`config.mk`:
```
export PLATFORM = sky130hd
export DESIGN_NAME = led_rotator
export DESIGN_NICKNAME = d
export VERILOG_FILES = /design/src/rtl/ledrot_pkg.sv /design/src/rtl/ledrot_ctrl.sv /design/src/rtl/ledrot_stage.sv /design/src/rtl/ledrot_timebase.sv /design/src/rtl/ledrot_shifter.sv /design/src/rtl/led_rotator.sv
export SDC_FILE = /design/constraint.sdc
export NUM_CORES = 1
export LEC_CHECK = 0
export CORE_AREA = 5 5 71 73
export CTS_CLUSTER_DIAMETER = 100
export DETAILED_ROUTE_END_ITERATION = 10
export DIE_AREA = 0 0 76 78
export PLACE_DENSITY = 0.58
export SLEW_MARGIN = 40
export SYNTH_ARGS = -nofsm -noshare
export SYNTH_HDL_FRONTEND = slang
export SYNTH_HIERARCHICAL = 1
export SYNTH_SLANG_ARGS = --single-unit
```
`constraint.sdc`:
```
create_clock -name clk -period 8.65 [get_ports clk]
set_input_delay 1.2975 -clock clk [delete_from_list [all_inputs] [get_ports clk]]
set_output_delay 1.2975 -clock clk [all_outputs]
set_load 0.01 [all_outputs]
```
`src/rtl/ledrot_pkg.sv`:
```
package ledrot_pkg;

  localparam int NUM_STAGES = 3;

  // Number of clock cycles between two second ticks for the given terminals.
  function automatic int tick_period(input int us_term, input int ms_term, input int s_term);
    return (us_term + 1) * (ms_term + 1) * (s_term + 1);
  endfunction

  // Bits needed to hold values 0..max_val.
  function automatic int bits_for(input int max_val);
    return (max_val < 2) ? 1 : $clog2(max_val + 1);
  endfunction

endpackage

```
`src/rtl/ledrot_ctrl.sv`:
```
module ledrot_ctrl (
  input  logic clk,
  input  logic rst_req,
  input  logic pll_lock,
  output logic sys_rst,
  output logic run
);

  // Reset request merged with clock lock; consumers sample it at the edge.
  assign sys_rst = rst_req | ~pll_lock;

  // run stays low for the first cycle after reset so that cycle can load the pattern.
  always_ff @(posedge clk) begin
    if (sys_rst) run <= 1'b0;
    else         run <= 1'b1;
  end

endmodule

```
`src/rtl/ledrot_stage.sv`:
```
module ledrot_stage #(
  parameter int TERM = 99
) (
  input  logic clk,
  input  logic sys_rst,
  input  logic adv,
  output logic at_term,
  output logic wrap
);

  localparam int W = ledrot_pkg::bits_for(TERM);
  localparam logic [W-1:0] TERM_V = W'(TERM);

  logic [W-1:0] cnt;

  function automatic logic [W-1:0] next_val(input logic [W-1:0] v);
    return (v == TERM_V) ? '0 : v + 1'b1;
  endfunction

  always_ff @(posedge clk) begin
    if (sys_rst)  cnt <= '0;
    else if (adv) cnt <= next_val(cnt);
  end

  assign at_term = (cnt == TERM_V);
  assign wrap    = adv & at_term;

  // R1 (and R2 for the higher stages): wrap back to zero after the terminal count.
  assert_wrap_R1: assert property (@(posedge clk) disable iff (sys_rst)
    (adv && at_term) |=> (cnt == '0));

  // a step below the terminal count adds one.
  assert_step_R1: assert property (@(posedge clk) disable iff (sys_rst)
    (adv && !at_term) |=> (cnt == W'($past(cnt) + 1'b1)));

  // no advance, no change.
  assert_hold_R2: assert property (@(posedge clk) disable iff (sys_rst)
    !adv |=> $stable(cnt));

endmodule

```
`src/rtl/ledrot_timebase.sv`:
```
module ledrot_timebase #(
  parameter int US_TERM = 99,
  parameter int MS_TERM = 999,
  parameter int S_TERM  = 999
) (
  input  logic clk,
  input  logic sys_rst,
  input  logic run,
  output logic tick
);

  import ledrot_pkg::*;

  localparam int STAGE_TERMS [NUM_STAGES] = '{US_TERM, MS_TERM, S_TERM};
  localparam int PERIOD = tick_period(US_TERM, MS_TERM, S_TERM);
  localparam int PW     = bits_for(PERIOD);

  logic [NUM_STAGES-1:0] adv;
  logic [NUM_STAGES-1:0] at_term;
  logic [NUM_STAGES-1:0] wrap;

  assign adv[0] = run;

  for (genvar i = 0; i < NUM_STAGES; i++) begin : g_stage
    if (i > 0) begin : g_chain
      assign adv[i] = wrap[i-1];
    end
    ledrot_stage #(.TERM(STAGE_TERMS[i])) i_stage (
      .clk     (clk),
      .sys_rst (sys_rst),
      .adv     (adv[i]),
      .at_term (at_term[i]),
      .wrap    (wrap[i])
    );
  end

  assign tick = wrap[NUM_STAGES-1];

  // Period counter used only by the checks below.
  logic [PW-1:0] since_tick;
  always_ff @(posedge clk) begin
    if (sys_rst)   since_tick <= '0;
    else if (run)  since_tick <= tick ? '0 : since_tick + 1'b1;
  end

  // tick only when every stage is at its terminal count.
  assert_tick_all_term_R3: assert property (@(posedge clk) disable iff (sys_rst)
    tick |-> (&at_term));

  // tick is one cycle wide.
  assert_tick_single_R3: assert property (@(posedge clk) disable iff (sys_rst)
    tick |=> !tick);

  // tick exactly at the end of each period, and never elsewhere.
  assert_period_R8: assert property (@(posedge clk) disable iff (sys_rst)
    tick |-> (since_tick == PW'(PERIOD - 1)));
  assert_period_due_R8: assert property (@(posedge clk) disable iff (sys_rst)
    (run && since_tick == PW'(PERIOD - 1)) |-> tick);

endmodule

```
`src/rtl/ledrot_shifter.sv`:
```
module ledrot_shifter #(
  parameter int LED_W = 8
) (
  input  logic             clk,
  input  logic             sys_rst,
  input  logic             run,
  input  logic             tick,
  output logic [LED_W-1:0] led
);

  localparam logic [LED_W-1:0] FIRST = LED_W'(1);

  function automatic logic [LED_W-1:0] rotl(input logic [LED_W-1:0] v);
    return {v[LED_W-2:0], v[LED_W-1]};
  endfunction

  always_ff @(posedge clk) begin
    if (sys_rst)    led <= '1;
    else if (!run)  led <= FIRST;
    else if (tick)  led <= rotl(led);
  end

  // reset lights everything.
  assert_all_on_R4: assert property (@(posedge clk)
    sys_rst |=> (led == '1));

  // first cycle out of reset loads the lowest bit.
  assert_first_load_R5: assert property (@(posedge clk) disable iff (sys_rst)
    !run |=> (led == FIRST));

  // tick rotates left with wrap from the top bit.
  assert_rotate_R6: assert property (@(posedge clk) disable iff (sys_rst)
    (run && tick) |=> (led == rotl($past(led))));

  // a single lit bit while running.
  assert_one_lit_R6: assert property (@(posedge clk) disable iff (sys_rst)
    run |-> ($countones(led) == 1));

  // pattern holds between ticks.
  assert_hold_R7: assert property (@(posedge clk) disable iff (sys_rst)
    (run && !tick) |=> $stable(led));

endmodule

```
`src/rtl/led_rotator.sv`:
```
module led_rotator #(
  parameter int US_TERM = 99,
  parameter int MS_TERM = 999,
  parameter int S_TERM  = 999,
  parameter int LED_W   = 8
) (
  input  logic             clk,
  input  logic             rst_req,
  input  logic             pll_lock,
  output logic [LED_W-1:0] led,
  output logic             sec_tick
);

  logic sys_rst;
  logic run;
  logic tb_tick;

  ledrot_ctrl i_ctrl (
    .clk      (clk),
    .rst_req  (rst_req),
    .pll_lock (pll_lock),
    .sys_rst  (sys_rst),
    .run      (run)
  );

  ledrot_timebase #(
    .US_TERM (US_TERM),
    .MS_TERM (MS_TERM),
    .S_TERM  (S_TERM)
  ) i_timebase (
    .clk     (clk),
    .sys_rst (sys_rst),
    .run     (run),
    .tick    (tb_tick)
  );

  ledrot_shifter #(.LED_W(LED_W)) i_shifter (
    .clk     (clk),
    .sys_rst (sys_rst),
    .run     (run),
    .tick    (tb_tick),
    .led     (led)
  );

  assign sec_tick = tb_tick;

  // no tick in the cycle after a reset edge.
  assert_no_tick_after_reset_R4: assert property (@(posedge clk)
    sys_rst |=> !sec_tick);

endmodule

```
---- Word-level counts from Yosys, hierarchy flattened ----
Index checks and enable logic that the tools add are counted.
cells by class
  bitwise logic cells ..................... 6
  reduce and logical (&&, ||, !) cells .... 1
  muxes and demuxes ....................... 6
  equal/unequal tests ..................... 4
  add/sub/neg operators ................... 3
operators with widths
  operator                                        count
  adder 10 x 1 -> 10 bit (second input constant)  2
  == test 10 bit (second input constant)          2
  2-to-1 mux 10 bit                               2
  2-to-1 mux 8 bit                                2
  adder 7 x 1 -> 7 bit (second input constant)    1
  == test 7 bit (second input constant)           1
  2-to-1 mux 7 bit                                1
  AND 1 bit                                       3
  inequality test 2 bit (second input constant)   1
  inverter 1 bit                                  2
  OR reduction 2 bit                              1
  2-to-1 mux 1 bit                                1
  bitwise OR 1 bit                                1
storage, ports and cells
  register bits after elaboration ......... 36
  output and inout bits ................... 9
  input bits .............................. 3
  logic and storage cells ................. 26

---- Logic depth before layout (Yosys ltp) ----
Gate-level depths: netlist of run 1.
  depth in word-level cells ............... 6
  mapped depth ............................ 13
  mapped depth without buffers ............ 10

---- Hierarchy ----
The synthesis of run 1 kept the hierarchy.
modules (own cells, without submodules)
  module                                            area an instance (µm²)  cells each  times used
  ledrot_stage (i_timebase.g_stage[1].i_stage ...)  498.0                   53          2
  ledrot_stage (i_timebase.g_stage[0].i_stage)      376.6                   44          1
  ledrot_shifter                                    354.1                   27          1
  ledrot_ctrl                                       32.5                    3           1

---- Worst setup path before layout of run 1 ----
No wires, ideal clock.
  path kind ............................... flip-flop to output port
  from .................................... register i_timebase.g_stage[0].i_stage.cnt[2]
  to ...................................... output port sec_tick
  cell stages (with the launch flop) ...... 10
  data arrival time ....................... 2.405 ns
  setup slack ............................. 4.948 ns
  required time ........................... 7.352 ns
  path through ............................ dfxtp_1 -> or4b_4 -> nor2_4 -> and2_1 -> clkbuf_2 -> nand2_1 -> nor4_1 -> clkbuf_2 -> nand2_1 -> nor4_1
between the ends
  word-level cells in the longest chain between the ends .. 4
RTL lines
  item                       RTL line               source
  start: declaration         ledrot_stage.sv:14     logic [W-1:0] cnt;
  start signal: assignment   ledrot_stage.sv:22     else if (adv) cnt <= next_val(cnt);
  == test 7 bit              ledrot_stage.sv:25     assign at_term = (cnt == TERM_V);
  net i_timebase.at_term[0]  ledrot_timebase.sv:19  logic [NUM_STAGES-1:0] at_term;
  AND 1 bit                  ledrot_stage.sv:26     assign wrap = adv & at_term;
  net i_timebase.adv[1]      ledrot_timebase.sv:18  logic [NUM_STAGES-1:0] adv;
  AND 1 bit                  ledrot_stage.sv:26
  net i_timebase.adv[2]      ledrot_timebase.sv:18
  AND 1 bit                  ledrot_stage.sv:26
  end: declaration           led_rotator.sv:11      output logic sec_tick
The timed path passes the listed nets, and every way through them passes these cells.

---- Final worst setup path of run 1 ----
Same ends and word-level chain as after synthesis.

==> reports/metrics.yaml, run 1 <==
grt:
  grt_util_all_layers_pct: 11.18
  overflow: 0
  first_global_vias: 1290
  grt_pass1_wl_um: 5485
  antenna_found_initial: 0
  grt_max_degree: 24
finish:
  utilization_pct: 46.85
  mostFrequentLayoutCells: "dfxtp_1 (36), nor2_1 (13), nand2_1 (11), a21oi_1 (11), clkdlybuf4s50_1 (11)"
  nets: 194
  layout_commonest_cell: "dfxtp_1"
  syn2layout_area_growth_pct: 15.68
  layout-drive-gt1-share_pct: 16.40
  antennaDiodeCount: 0
detailed_routing:
  drt_iter0_markers: 29
  vias_per_cell: 5.444
  ant_nets: 0
  remaining_drc_errors: 0
  dr_wl_met3_um: 102
  routed-via-count: 1312
  wl_per_cell_um: 13.18
  wl_met2_um: 1603
  top_layer: "met4"
  m1WireLength_um: 1455
  drt-total-wl_um: 3176
  drt_pass1_iterations: 4
setup_path:
  r2r-start: "i_timebase/g_stage[0].i_stage/cnt[2]$_SDFFE_PP0P_"
  r2r_end: "i_shifter/led[2]$_SDFFE_PP1P_"
  arrival_ns: 3.57
  cp-start-kind: "flop"
  crit_required_ns: 7.35
  endpoint_kind: "output pin"
  setup.worst_path.class: "flop to output pin"
  worst-path-max-fanout: 9
  reg2regPathDepth: 10
  r2r_slack_ns: 5.34
sta:
  hold_violations: 0
  slew_headroom_pct: 57.66
  fin_crit_sh_pct: 56.22
  period_needed_ns: 4.863
  rsz0062_at_grt: "false"
  finalSetupViolations: 0
  finalSetupTns_ns: 0
  slew_violations: 0
  worst_pin_slew_ns: 0.6343
  fmax_mhz: 205.6
  fin_skew_ns: 0.006596
die:
  die_width_um: 76
  die_area_mm2: 0.005928
  die_height_um: 78
  initial_core_util_pct: 40.50
  core_area_mm2: 0.004294
  io_pins: 12
  rows: 24
synth:
  ys_warn_count: 6
  netlist_instances: 176
  synthesis.nets: 182
  avgSynthCellArea_um2: 9.882
  syn_area_mm2: 0.001739
power:
  powerDensity_mw_per_mm2: 164.1
  p_seq_share_pct: 51.8
  internal-power_uw: 262.1
  leakage_uw: 0.0006797
  p_sw_uw: 67.94
  swShare_pct: 20.58
  peakVddDrop_mv: 0.07949
  clkPwrFrac_pct: 43.6
  combPwrFrac_pct: 4.6
place:
  gp_congestion: 0.8949
  place_hpwl_um: 2264
  numPortBuffers: 11
clocking:
  cts.sink_count: 36
  insertion_delay_ns: 0.28
  cts_root_buf: "clkbuf_8"
  h-tree-depth: 2
  numCtsBuffers: 5
  post_cts_resized: 0
  hold_buffers: 0
  clkTransAtPathRegs_ns: 0.07
  cts_setup_buffers: 0
  tritoncts: "yes"
  clock_path_buffers: 2
worst_hold_path:
  hold_path.class: "flop to flop"
  min_to: "i_timebase/g_stage[0].i_stage/cnt[6]$_SDFFE_PP0P_"
  min_from: "i_timebase/g_stage[0].i_stage/cnt[6]$_SDFFE_PP0P_"
  min_path_cells: 2
flow_run:
  cap_violations: 0
outcome:
  status: "complete, no violations"
final cells by class:
type | count | area, µm²
inverters | 3 | 11.26
clock inverters | 3 | 42.54
fillers | 397 | 2282
clock buffers | 5 | 68.82
repair buffers | 12 | 117.6
multi-input cells | 130 | 985.9
well taps | 52 | 65.06
flip-flops and latches | 36 | 720.7
worst max-delay path, cell delays in order (launching register included):
cell,delay (ns)
dfxtp_1,0.37
or4b_4,0.59
nor2_4,0.11
and2_1,0.27
nand2_1,0.19
nor4_2,0.48
nand2_1,0.26
nor4_2,0.20
buf_4,0.25
clkdlybuf4s50_1,0.56
stage by stage:
stage          cells  total power [µW]  setup WS, ns  hold slack [ns]  cell area [µm²]
2_1_floorplan    176             183.6         4.948           0.4553             1739
3_3_place_gp     233             189.9         3.846           0.4793             1892
3_5_place_dp     233             190.0         4.073           0.4863             1898
4_1_cts          241             336.5         3.726           0.4967             2009
5_1_grt          241             344.9         3.521           0.5133             2012
6_report         241             330.1         3.787           0.4988             2012
layer usage:
layer,track usage (%),vias to the layer above
met1,12.21,623
li1,-,672
met5,0,-
met2,19.61,15
met3,3.819,2
met4,4.804,0
state kept, by name, summed over array words and instances, names as in the netlist:
signal / count
i_timebase/g_stage.i_stage/cnt: 27
i_shifter/led: 8
i_ctrl/run: 1
power groups by stage:
stage,Sequential [µW],Combinational (µW),Clock [µW]
after CTS,171,15.4,150
after detailed placement,175,15.3,0
after floorplan,174,9.32,0
final,171,15.2,144
after global placement,175,15.3,0
after global routing,171,16.5,157
worst max path at each step:
stage,start,to
after floorplan,i_timebase/g_stage[0].i_stage/cnt[2]$_SDFFE_PP0P_,sec_tick
after global placement,i_timebase/g_stage[0].i_stage/cnt[2]$_SDFFE_PP0P_,sec_tick
final,i_timebase/g_stage[0].i_stage/cnt[2]$_SDFFE_PP0P_,sec_tick
after CTS,i_timebase/g_stage[0].i_stage/cnt[2]$_SDFFE_PP0P_,sec_tick
after detailed placement,i_timebase/g_stage[0].i_stage/cnt[2]$_SDFFE_PP0P_,sec_tick
after global routing,i_timebase/g_stage[0].i_stage/cnt[2]$_SDFFE_PP0P_,sec_tick
No activity file was read; power rests on OpenSTA's default activity.
==> run 2, diff against run 1 <==
clock period = 4.6 ns   (was 8.65 ns; I/O delays follow)
==> reports/metrics.yaml, run 2 (synthesis gave the netlist of run 1 again) <==
outcome:
  status: "complete, no violations"
detailed_routing:
  drt_iter0_markers: 68  # +130%
  drt_pass1_iterations: 4  # unchanged
  drt-total-wl_um: 3287  # +3.5%
  routed-via-count: 1313  # +0.076%
  remaining_drc_errors: 0  # unchanged
  wl_per_cell_um: 13.53  # +2.6%
  vias_per_cell: 5.403  # -0.75%
  ant_nets: 0  # unchanged
clocking:
  hold_buffers: 0  # unchanged
  cts_root_buf: "clkbuf_8"
  h-tree-depth: 2  # unchanged
  tritoncts: "yes"
  clkTransAtPathRegs_ns: 0.07  # about the same
  cts_setup_buffers: 0  # unchanged
  cts.sink_count: 36  # unchanged
  insertion_delay_ns: 0.28  # about the same
  post_cts_resized: 0  # unchanged
  numCtsBuffers: 5  # unchanged
  clock_path_buffers: 2  # unchanged
die:
  die_height_um: 78  # unchanged
  die_area_mm2: 0.005928  # unchanged
  io_pins: 12  # unchanged
  rows: 24  # unchanged
  die_width_um: 76  # unchanged
  initial_core_util_pct: 40.50  # unchanged
  core_area_mm2: 0.004294  # unchanged
setup_path:
  setup.worst_path.class: "flop to output pin"
  cp-start-kind: "flop"
  crit_chain: "or4b_4 > nor2_4 > and2_1 > nand2_1 > nor4_1 > buf_4 > nand2_1 > nor4_2 > buf_4 > clkdlybuf4s50_1"
  r2r_slack_ns: 1.53  # -3.81 ns
  crit_required_ns: 3.91  # -3.44 ns
  worst-path-max-fanout: 9  # unchanged
  critPathTopFamily: "simple AND/OR/NAND/NOR gates"
  cp_slowest_cell: "or4b_4"
  arrival_ns: 3.31  # -0.26 ns
  endpoint_kind: "output pin"
  cp_num_buf_inv: 3  # +1
  max_stage_delay_ns: 0.60  # about the same
sta:
  slew_violations: 0  # unchanged
  fin_crit_sh_pct: 87.03
  rsz0062_at_grt: "false"
  worst_pin_slew_ns: 0.5579  # -0.07633 ns
  finalSetupTns_ns: 0  # unchanged
  fin_ws_ns: 0.5966  # -3.190 ns
  period_needed_ns: 4.003
  fin_skew_ns: 0.005951  # -0.0006450 ns
  slew_headroom_pct: 62.68  # +5.0 points
  hold_violations: 0  # unchanged
  finalSetupViolations: 0  # unchanged
  fmax_mhz: 249.8
power:
  clkPwrFrac_pct: 43.2  # -0.4 points
  internal-power_uw: 494.1  # +88%
  swShare_pct: 20.07  # -0.51 points
  leakage_uw: 0.0006912  # +1.7%
  p_sw_uw: 124.0  # +83%
  combPwrFrac_pct: 5.1  # +0.5 points
  peakVddDrop_mv: 0.1233  # +55%
  p_seq_share_pct: 51.7  # about the same
  powerDensity_mw_per_mm2: 306.5  # +87%
finish:
  top_regs: "i_timebase/g_stage.i_stage/cnt x27, i_shifter/led x8, i_ctrl/run x1"
  largest_reg_flops: 27  # unchanged
  nFillCells: 390  # -1.8%
  antennaDiodeCount: 0  # unchanged
  nets: 196  # +1.0%
  syn2layout_area_growth_pct: 15.97
  largest-register: "i_timebase/g_stage.i_stage/cnt"
  layout_commonest_cell: "dfxtp_1"
  mostFrequentLayoutCells: "dfxtp_1 (36), nor2_1 (13), nand2_1 (11), a21oi_1 (11), clkdlybuf4s50_1 (11)"
  layout-drive-gt1-share_pct: 16.23  # -0.17 points
flow_run:
  cap_violations: 0  # unchanged
grt:
  first_global_vias: 1307  # +1.3%
  grt_pass1_wl_um: 5685  # +3.6%
  grt_max_degree: 24  # unchanged
  grt_util_all_layers_pct: 11.46  # +0.28 points
  overflow: 0  # unchanged
  antenna_found_initial: 0  # unchanged
place:
  place_hpwl_um: 2382  # +5.2%
  pre_cts_slack_ns: 0.9095  # -3.163 ns
  gp_congestion: 0.8295  # -7.3%
  numPortBuffers: 11  # unchanged
worst_hold_path:
  hold_path.class: "flop to flop"
## run 2: cell types whose count changed in the layout (fill, tap and decap cells not counted)
cell and delta:
buf_4 +2, clkbuf_1 +1, clkinvlp_4 -1, nor4_1 +1
nor4_2 -1
## run 2: final timing paths
kind                                                           from                                                end  cells after the start
setup / recovery  i_timebase/g_stage[0].i_stage/cnt[2]$_SDFFE_PP0P_                                           sec_tick                     10
setup reg to reg  i_timebase/g_stage[0].i_stage/cnt[2]$_SDFFE_PP0P_                      i_shifter/led[3]$_SDFFE_PP1P_                     11
hold / removal    i_timebase/g_stage[0].i_stage/cnt[6]$_SDFFE_PP0P_  i_timebase/g_stage[0].i_stage/cnt[6]$_SDFFE_PP0P_                      2
hold reg to reg   i_timebase/g_stage[0].i_stage/cnt[6]$_SDFFE_PP0P_  i_timebase/g_stage[0].i_stage/cnt[6]$_SDFFE_PP0P_                      2
## run 2: per-layer routing
metal | up-vias | part of all wire (%) | global-route usage (%)
li1 | 667 | - | -
met1 | 633 | 45 | 12.39
met2 | 9 | 52 | 20.12
met3 | 4 | 1.6 | 2.778
met4 | 0 | 1.2 | 6.940
met5 | - | 0 | 0
## run 2: metrics by stage
stage	cell area (µm²)	hold slack, ns	std cells	util, %	total power (µW)
2_1_floorplan	1739	0.4553	176	-	345.2
3_3_place_gp	1907	0.4796	235	44.41	357.8
3_5_place_dp	1907	0.4809	235	44.41	358.5
4_1_cts	2014	0.4908	243	46.91	627.0
5_1_grt	2017	0.5156	243	46.97	641.8
6_report	2017	0.4899	243	46.97	618.1
## run 2: tightest hold or removal path: cells and delay by family (launching register included)
| kind | cells | cell delay [ns] |
|---|---|---|
| AOI/OAI and AO/OA | 1 | 0.07 |
| buffers and inverters | 1 | 0.05 |
| DFF | 1 | 0.33 |
## run 2: area by class of cell
| class | instances | area, µm² | area share [%] |
|---|---|---|---|
| Clock inverter | 2 | 35.03 | 1.737 |
| Tap cell | 52 | 65.06 | 3.226 |
| Sequential cell | 36 | 720.7 | 35.73 |
| Multi-Input combinational cell | 130 | 979.7 | 48.57 |
| Timing Repair Buffer | 14 | 132.6 | 6.576 |
| Clock buffer | 6 | 72.57 | 3.598 |
| Inverter | 3 | 11.26 | 0.5583 |
## run 2: power groups by stage
stage	Clock, µW	Combinational [µW]	Sequential (µW)
after floorplan	0	17.5	328
after global placement	0	31.4	326
after detailed placement	0	31.8	327
after CTS	276	32.0	319
after global routing	288	34.2	320
final	267	31.7	319
